==> src/rtl/flash_pkg.sv <==
`timescale 1ns/1ps
package flash_pkg;
  // Output-enable strobes from control to datapath
  typedef struct packed {
    logic codeEn;
    logic ovfEn;
  } oeStrobe_t;
endpackage

==> src/rtl/flash_encoder.sv <==
`timescale 1ns/1ps
module flash_encoder #(
  parameter int CODE_W = 7
) (
  input  logic [(1<<CODE_W)-1:0] therm,
  output logic [CODE_W-1:0]      code,
  output logic                   ovf
);
  localparam int LEVELS = 1 << CODE_W;

  // Highest tripped position wins; holes below it are ignored
  always_comb begin
    code = '0;
    ovf  = 1'b0;
    for (int i = 0; i < LEVELS - 1; i++) begin
      if (therm[i]) code = CODE_W'(i + 1);
    end
    if (therm[LEVELS-1]) begin
      ovf  = 1'b1;
      code = '1;
    end
  end
endmodule

==> src/rtl/flash_ctrl.sv <==
`timescale 1ns/1ps
module flash_ctrl
  import flash_pkg::*;
(
  input  logic       csA,
  input  logic       csB,
  output oeStrobe_t  strobe
);
  always_comb begin
    strobe.ovfEn  = csB;
    strobe.codeEn = csB & ~csA;
  end
endmodule

==> src/rtl/flash_datapath.sv <==
`timescale 1ns/1ps
module flash_datapath
  import flash_pkg::*;
#(
  parameter int CODE_W = 7
) (
  input  logic                   clk,
  input  logic                   rstN,
  input  logic [(1<<CODE_W)-1:0] compIn,
  input  oeStrobe_t              strobe,
  output logic [CODE_W-1:0]      codeOut,
  output logic                   ovfOut,
  output logic                   codeOe,
  output logic                   ovfOe
);
  localparam int LEVELS = 1 << CODE_W;

  logic [LEVELS-1:0] sampleQ;
  logic [CODE_W-1:0] encCode;
  logic              encOvf;

  // Sample phase: hold comparator states while the clock is low
  always_ff @(negedge clk or negedge rstN) begin
    if (!rstN) sampleQ <= '0;
    else       sampleQ <= compIn;
  end

  flash_encoder #(.CODE_W(CODE_W)) u_enc (
    .therm (sampleQ),
    .code  (encCode),
    .ovf   (encOvf)
  );

  // Return to auto-zero: load the output register
  always_ff @(posedge clk or negedge rstN) begin
    if (!rstN) begin
      codeOut <= '0;
      ovfOut  <= 1'b0;
    end else begin
      codeOut <= encCode;
      ovfOut  <= encOvf;
    end
  end

  assign codeOe = strobe.codeEn;
  assign ovfOe  = strobe.ovfEn;
endmodule

==> src/rtl/flash_backend.sv <==
`timescale 1ns/1ps
module flash_backend
  import flash_pkg::*;
#(
  parameter  int CODE_W = 7,
  localparam int LEVELS = 1 << CODE_W
) (
  input  logic              clk,
  input  logic              rstN,
  input  logic [LEVELS-1:0] compIn,
  input  logic              csA,
  input  logic              csB,
  output logic [CODE_W-1:0] codeOut,
  output logic              ovfOut,
  output logic              codeOe,
  output logic              ovfOe
);
  oeStrobe_t strobe;

  flash_ctrl u_ctrl (
    .csA    (csA),
    .csB    (csB),
    .strobe (strobe)
  );

  flash_datapath #(.CODE_W(CODE_W)) u_dp (
    .clk     (clk),
    .rstN    (rstN),
    .compIn  (compIn),
    .strobe  (strobe),
    .codeOut (codeOut),
    .ovfOut  (ovfOut),
    .codeOe  (codeOe),
    .ovfOe   (ovfOe)
  );
endmodule

==> config.mk <==
export PLATFORM = sky130hd
export DESIGN_NAME = flash_backend
export DESIGN_NICKNAME = d
export VERILOG_FILES = /design/src/rtl/flash_pkg.sv /design/src/rtl/flash_encoder.sv /design/src/rtl/flash_ctrl.sv /design/src/rtl/flash_datapath.sv /design/src/rtl/flash_backend.sv
export SDC_FILE = /design/constraint.sdc
export NUM_CORES = 1
export LEC_CHECK = 0
export BUFFER_PORTS_ARGS = -buffer_cell sky130_fd_sc_hd__clkbuf_2
export CAP_MARGIN = 40
export CORE_MARGIN = 2
export CORE_UTILIZATION = 56
export DETAILED_ROUTE_END_ITERATION = 10
export MAX_ROUTING_LAYER = met4
export PLACE_DENSITY = 0.85
export SKIP_CTS_REPAIR_TIMING = 1
export SYNTH_ARGS = -nofsm -noshare
export SYNTH_HDL_FRONTEND = slang
export SYNTH_HIERARCHICAL = 1
export SYNTH_SLANG_ARGS = --single-unit
==> constraint.sdc <==
create_clock -name clk -period 2.9 [get_ports clk]
set_input_delay 0.58 -clock clk [delete_from_list [all_inputs] [get_ports clk]]
set_output_delay 0.58 -clock clk [all_outputs]
set_load 0.005 [all_outputs]
* After elaboration in Yosys (flattened, before gate mapping)
Index checks and enable logic that the tools add are counted.
Word-level totals: register bits after elaboration 136, output and inout port bits 10, bits in writable memories 0, word-level logic and storage cells 134, input port bits 132, latch bits 0, memories kept 0, memory bits (read-only) 0
Operators by class: shift operators 0, $mul 0, div/mod/pow operators 0, muxes and demuxes 129, $lt $le $gt $ge 0, add/sub/neg operators 0, reduce and logical (&&, ||, !) cells 0, eq/ne operators 0, bitwise operators 2
Operators by type and width (number):
- $mux W7 | 127
- $mux W1 | 2
- $and A1 B1 Y1 | 1
- $not A1 Y1 | 1

* Logic depth before layout (Yosys ltp)
Gate-level depths: netlist of run 1.
word-level depth 128, depth in mapped cells 6, gate-level depth less buffers 6

* Hierarchy
The synthesis of run 1 kept the hierarchy.
Modules (own cells, without submodules):
- flash_datapath | instances 1, cells an instance 138, area each 3418.3 sq um, seq. area each 3403.3 sq um
- flash_encoder | instances 1, cells an instance 285, area each 1670.4 sq um, seq. area each 0.0 sq um
- flash_ctrl | instances 1, cells an instance 2, area each 21.3 sq um, seq. area each 0.0 sq um

==> results of run 1 <==
## registers in the layout (all words and copies together) (netlist names)
name	flops
u_dp/codeOut	7
u_dp/ovfOut	1
u_dp/sampleQ	128
## cell usage in the layout, fill, tap and decap left out, drive strengths merged, types with 2 or more instances in the layout
| master | count |
|---|---|
| a2111oi | 5 |
| a211oi | 5 |
| a21oi | 27 |
| a221oi | 2 |
| a31oi | 2 |
| a41oi | 3 |
| buf | 117 |
| clkbuf | 158 |
| dfrtn | 128 |
| dfrtp | 8 |
| inv | 34 |
| nand2 | 19 |
| nand2b | 3 |
| nand3 | 7 |
| nand4 | 2 |
| nor2 | 43 |
| nor2b | 8 |
| nor3 | 25 |
| nor3b | 2 |
| nor4 | 27 |
| nor4b | 3 |
| o2111ai | 3 |
| o211a | 2 |
| o211ai | 4 |
| o21a | 2 |
| o21ai | 18 |
| o21bai | 5 |
| o221a | 2 |
| o311ai | 4 |
| o31ai | 6 |
| o41ai | 3 |
| or2 | 2 |
| or3 | 5 |
| or4 | 10 |
## area by class of cell
cell class                      count  area (um2)  area share [%]
Sequential cell                   136        3403           44.01
Multi-Input combinational cell    263        1904           24.63
Timing Repair Buffer              257        1604           20.74
Clock buffer                       18       439.2           5.680
Clock inverter                     14       163.9           2.120
Tap cell                          108       135.1           1.748
Inverter                           22       82.58           1.068
## logic make-up (layout without fill, tap and decap cells)
group	after synthesis	count (layout)	synth area share, %
AO/OA/AOI/OAI	103	103	13.88
AND/OR/NAND/NOR	160	160	17.31
buffers and inverters	26	311	2.204
flip-flops	136	136	66.60
## where the power goes
part           switching [mW]  internal (mW)
sequential              0.101           2.01
combinational           0.208          0.207
clock                   0.960           1.25
## routing by layer
metal	GRT usage (%)	share of wire, %	vias to the layer above
met3	8.925	10	188
met5	-	0	-
li1	-	-	2136
met4	17.18	7.5	0
met1	42.27	34	2507
met2	57.90	49	495
## path summary, 6_finish.rpt
| check | startpoint | endpoint | slack, ps | depth (start not counted) |
|---|---|---|---|---|
| max reg2reg | u_dp/sampleQ[60] | u_dp/codeOut[4] | -590 | 6 |
| min | rstN | u_dp/codeOut[0] | 240 | 2 |
| min in group clk | csB | ovfOe | 1340 | 2 |
| max in group asynchronous | rstN | u_dp/sampleQ[55] | 990 | 2 |
| max | u_dp/sampleQ[60] | u_dp/codeOut[4] | -590 | 6 |
| min reg2reg | u_dp/sampleQ[127] | u_dp/ovfOut | 1800 | 0 |
## per-stage QoR
step	setup WS [ps]	setup TNS, ps	cells	hold WS, ps
5_1_grt	-608.5	-3685	818	283.2
3_3_place_gp	-576.9	-2652	783	781.3
4_1_cts	-663.6	-3571	815	230.7
6_report	-593.2	-3394	818	235.2
2_1_floorplan	-528.3	-1537	425	284.4
3_5_place_dp	-622.9	-3191	783	795.7
==> run metrics, run 1 <==
status=finished, violations left; failing checks=negative setup slack; later-pin clock latency in the skew report=530 ps; CTS Root Cell=clkbuf_8; largest net degree at the start of global routing=52; family with the most delay on the worst path=simple AND/OR/NAND/NOR gates; GPL Wtd Cong=0.9278; count leader, synth=dfrtn_1; fin nets=829; cts bufs inserted=17; Total GRT Usage=35.80%; Post-synth EDFFs=0; wire per inst=23.33 um; Synth cell types=55; Final Hold Vio Count=0; Syn Nets=557; Cells after Synth=425; largest area contributor in the netlist=dfrtn_1; Bufs and invs on worst path=0; slowest CP cell=or4_4; number of global-route vias before repair=5126; Top Ports=142; post-synth top area share=62.68%; crit-path max FO=2; chip height=99.53 um; CP cell instances=or4_4, nand2b_4, or3b_4, a41oi_2, o311ai_1, a41o_1; via count=5326; count of final setup violators=7; clock sinks=136; CTS tree=done; area of the core=0.008806 mm2; final setup margin=-593.2 ps; detailed-route DRC error count=0; endpoint type of the worst setup path=register; DIE AREA=0.009905 mm2; max cap viols=0; commonest cells in the netlist=dfrtn_1 (128), nor2_1 (43), a21oi_1 (27); n_diodes=0; WS Path Type=reg -> reg; post-detailed-route via-to-cell ratio=6.511; grt ovf=0; Peak VDD IR=0.4123 mV; RSZ-0062 raised after global routing=yes; average size of a mapped cell=12.02 um2; Post-Place Cell Area=0.006884 mm2; Pleak=3.572 nW; Final Util=87.81%; CTS Buffer Depth=2; htree depth=4; initial antenna violation count=0; Worst EP arrival=3910 ps; Worst EP required=3320 ps; Worst Tran Pin Value=508.1 ps; synthesized area=0.005110 mm2; share of layout cells above drive strength 1=47.89%; fraction of the yosys area taken by sequential cells=66.60%; DP HPWL=11.15 mm; worst hold path type=in -> async; Worst setup SP type=register; Final Cell Area=0.007732 mm2; first-pass GRT wire length=25.86 mm; Synth area leaders=dfrtn_1 (63%), dfrtp_1 (3.9%), nor4_1 (3.2%); DR iter-0 viols=634; Final Slew Violations=0; Worst Skew=79.02 ps; Worst slew margin=65.25%; Yosys reg bits=136; CP peak stage delay=550 ps; clock slew at reported path FFs=70 ps; Post-Route WL=19.09 mm; drt pass-1 iters=6; Power Total=4.730 mW; pwr dens=611.7 mW/mm2; row cnt=34; PortBufs=141; Yosys Warn Count=6; Synth Flop Type=dfrtn_1; final antenna-violating net count=0; Initial Util=58.03%; Die Width=99.53 um; ys async rst share=100.0%; P&R area growth vs syn=51.32%; fillers=395
Power figures use the tool's default switching activity.
==> run 2: changes to the inputs <==
- SKIP_LAST_GASP: default -> 1
==> run metrics, run 2 (synthesized netlist as in run 1, its figures left out) <==
status=finished, violations left; failing checks=negative setup slack; DP HPWL=11.15 mm; pre-CTS setup slack=-622.9 ps; worst hold path type=in -> async; CTS Buffer Depth=2; P&R area growth vs syn=51.32%; wire per inst=23.29 um; Final Hold Vio Count=0; grt ovf=0; DR iter-0 viols=567; Regs by FF count=u_dp/sampleQ: 128 flops, u_dp/codeOut: 7 flops, u_dp/ovfOut: 1 flops; Crit Reg-Reg Endpoint=u_dp/codeOut[4]; Initial Util=58.03%; largest net degree at the start of global routing=52; Worst slew margin=65.99%; GPL Wtd Cong=0.9278; post-detailed-route via-to-cell ratio=6.493; WS Path Type=reg -> reg; n_diodes=0; placed insts=783; CTS tree=done; fin nets=829; count of final setup violators=7; crit-path max FO=2; Worst Skew=77.19 ps; clock slew at reported path FFs=70 ps; row cnt=34; r2r startpoint=u_dp/sampleQ[60]; Top Ports=142; Power Total=4.725 mW; Final Slew Violations=0; Post-Route WL=19.06 mm; htree depth=4; Worst setup SP type=register; number of global-route vias before repair=5126; endpoint type of the worst setup path=register; PortBufs=141; share of layout cells above drive strength 1=47.89%; area of the core=0.008806 mm2; Layout Cells excl Fill=818; chip height=99.53 um; cts bufs inserted=17; final antenna-violating net count=0; max reg flops=128; Worst EP arrival=3910 ps; Worst Tran Pin Value=497.3 ps; Die Width=99.53 um; max cap viols=0; final setup margin=-598.7 ps; initial antenna violation count=0; fillers=395; commonest cells after routing, fill and taps aside=clkbuf_2 (140), dfrtn_1 (128), buf_4 (115), nor2_1 (41), a21oi_1 (27); most common cell after layout, fill and taps aside=clkbuf_2; pwr dens=611.0 mW/mm2; detailed-route DRC error count=0; DIE AREA=0.009905 mm2; RSZ-0062 raised after global routing=yes; Total GRT Usage=35.80%; Worst Reg-to-Reg Cells=6; Hold WS=247.0 ps; later-pin clock latency in the skew report=520 ps; CTS Root Cell=clkbuf_8; clock sinks=136; Worst EP required=3310 ps; via count=5311; Pleak=3.572 nW; first-pass GRT wire length=25.86 mm; Largest Register=u_dp/sampleQ; Peak VDD IR=0.4117 mV; drt pass-1 iters=5; r2r setup slk=-600 ps
[run 2: cell counts in the layout (fill, tap and decap cells not counted)]
Identical to the previous run, type by type.
[run 2: worst max-delay path by stage]
stage / startpoint / endpoint / slack (ps) / cells after the start
2_1_floorplan: u_dp/sampleQ[60] / u_dp/codeOut[4] / -530 / 6
3_3_place_gp: u_dp/sampleQ[60] / u_dp/codeOut[4] / -580 / 6
3_5_place_dp: u_dp/sampleQ[60] / u_dp/codeOut[4] / -620 / 6
4_1_cts: u_dp/sampleQ[94] / u_dp/codeOut[5] / -660 / 5
5_1_grt: u_dp/sampleQ[93] / u_dp/codeOut[5] / -660 / 5
6_report: u_dp/sampleQ[60] / u_dp/codeOut[4] / -600 / 6
[run 2: power breakdown]
group	switching [mW]	internal [mW]	total, mW	leakage [nW]
clock network	0.955	1.25	2.20	0.300
registers	0.101	2.01	2.11	1.57
logic	0.208	0.207	0.415	1.71
[run 2: final cells by class]
class	instances	area, um2	share of cell area [%]
flip-flops and latches	136	3403	44.01
multi-input cells	263	1904	24.63
repair buffers	257	1604	20.74
clock buffers	18	439.2	5.680
clock inverters	14	163.9	2.120
well taps	108	135.1	1.748
inverters	22	82.58	1.068
[run 2: critical path, cell delays in order (launching register included)]
cell and delay (ps):
dfrtn_1 340, or4_4 550, nand2b_4 160, or3b_4 400
a41oi_2 240, o311ai_1 120, a41o_1 210
[run 2: routing by layer]
layer	GRT usage, %	share of wire, %	up-vias	routed length (um)
li1	-	-	2137	-
met1	42.27	33	2538	6364
met2	57.90	49	466	9322
met3	8.925	10	170	1960
met4	17.18	7.4	0	1408
met5	-	0	-	0
[run 2: through the flow]
stage	TNS, ps	cell area, um2	utilization [%]
after floorplan	-1537	5197	-
after global placement	-2652	6884	78.18
after detailed placement	-3191	6884	78.18
after CTS	-3571	7487	85.02
after global routing	-3796	7732	87.81
final	-3346	7732	87.81
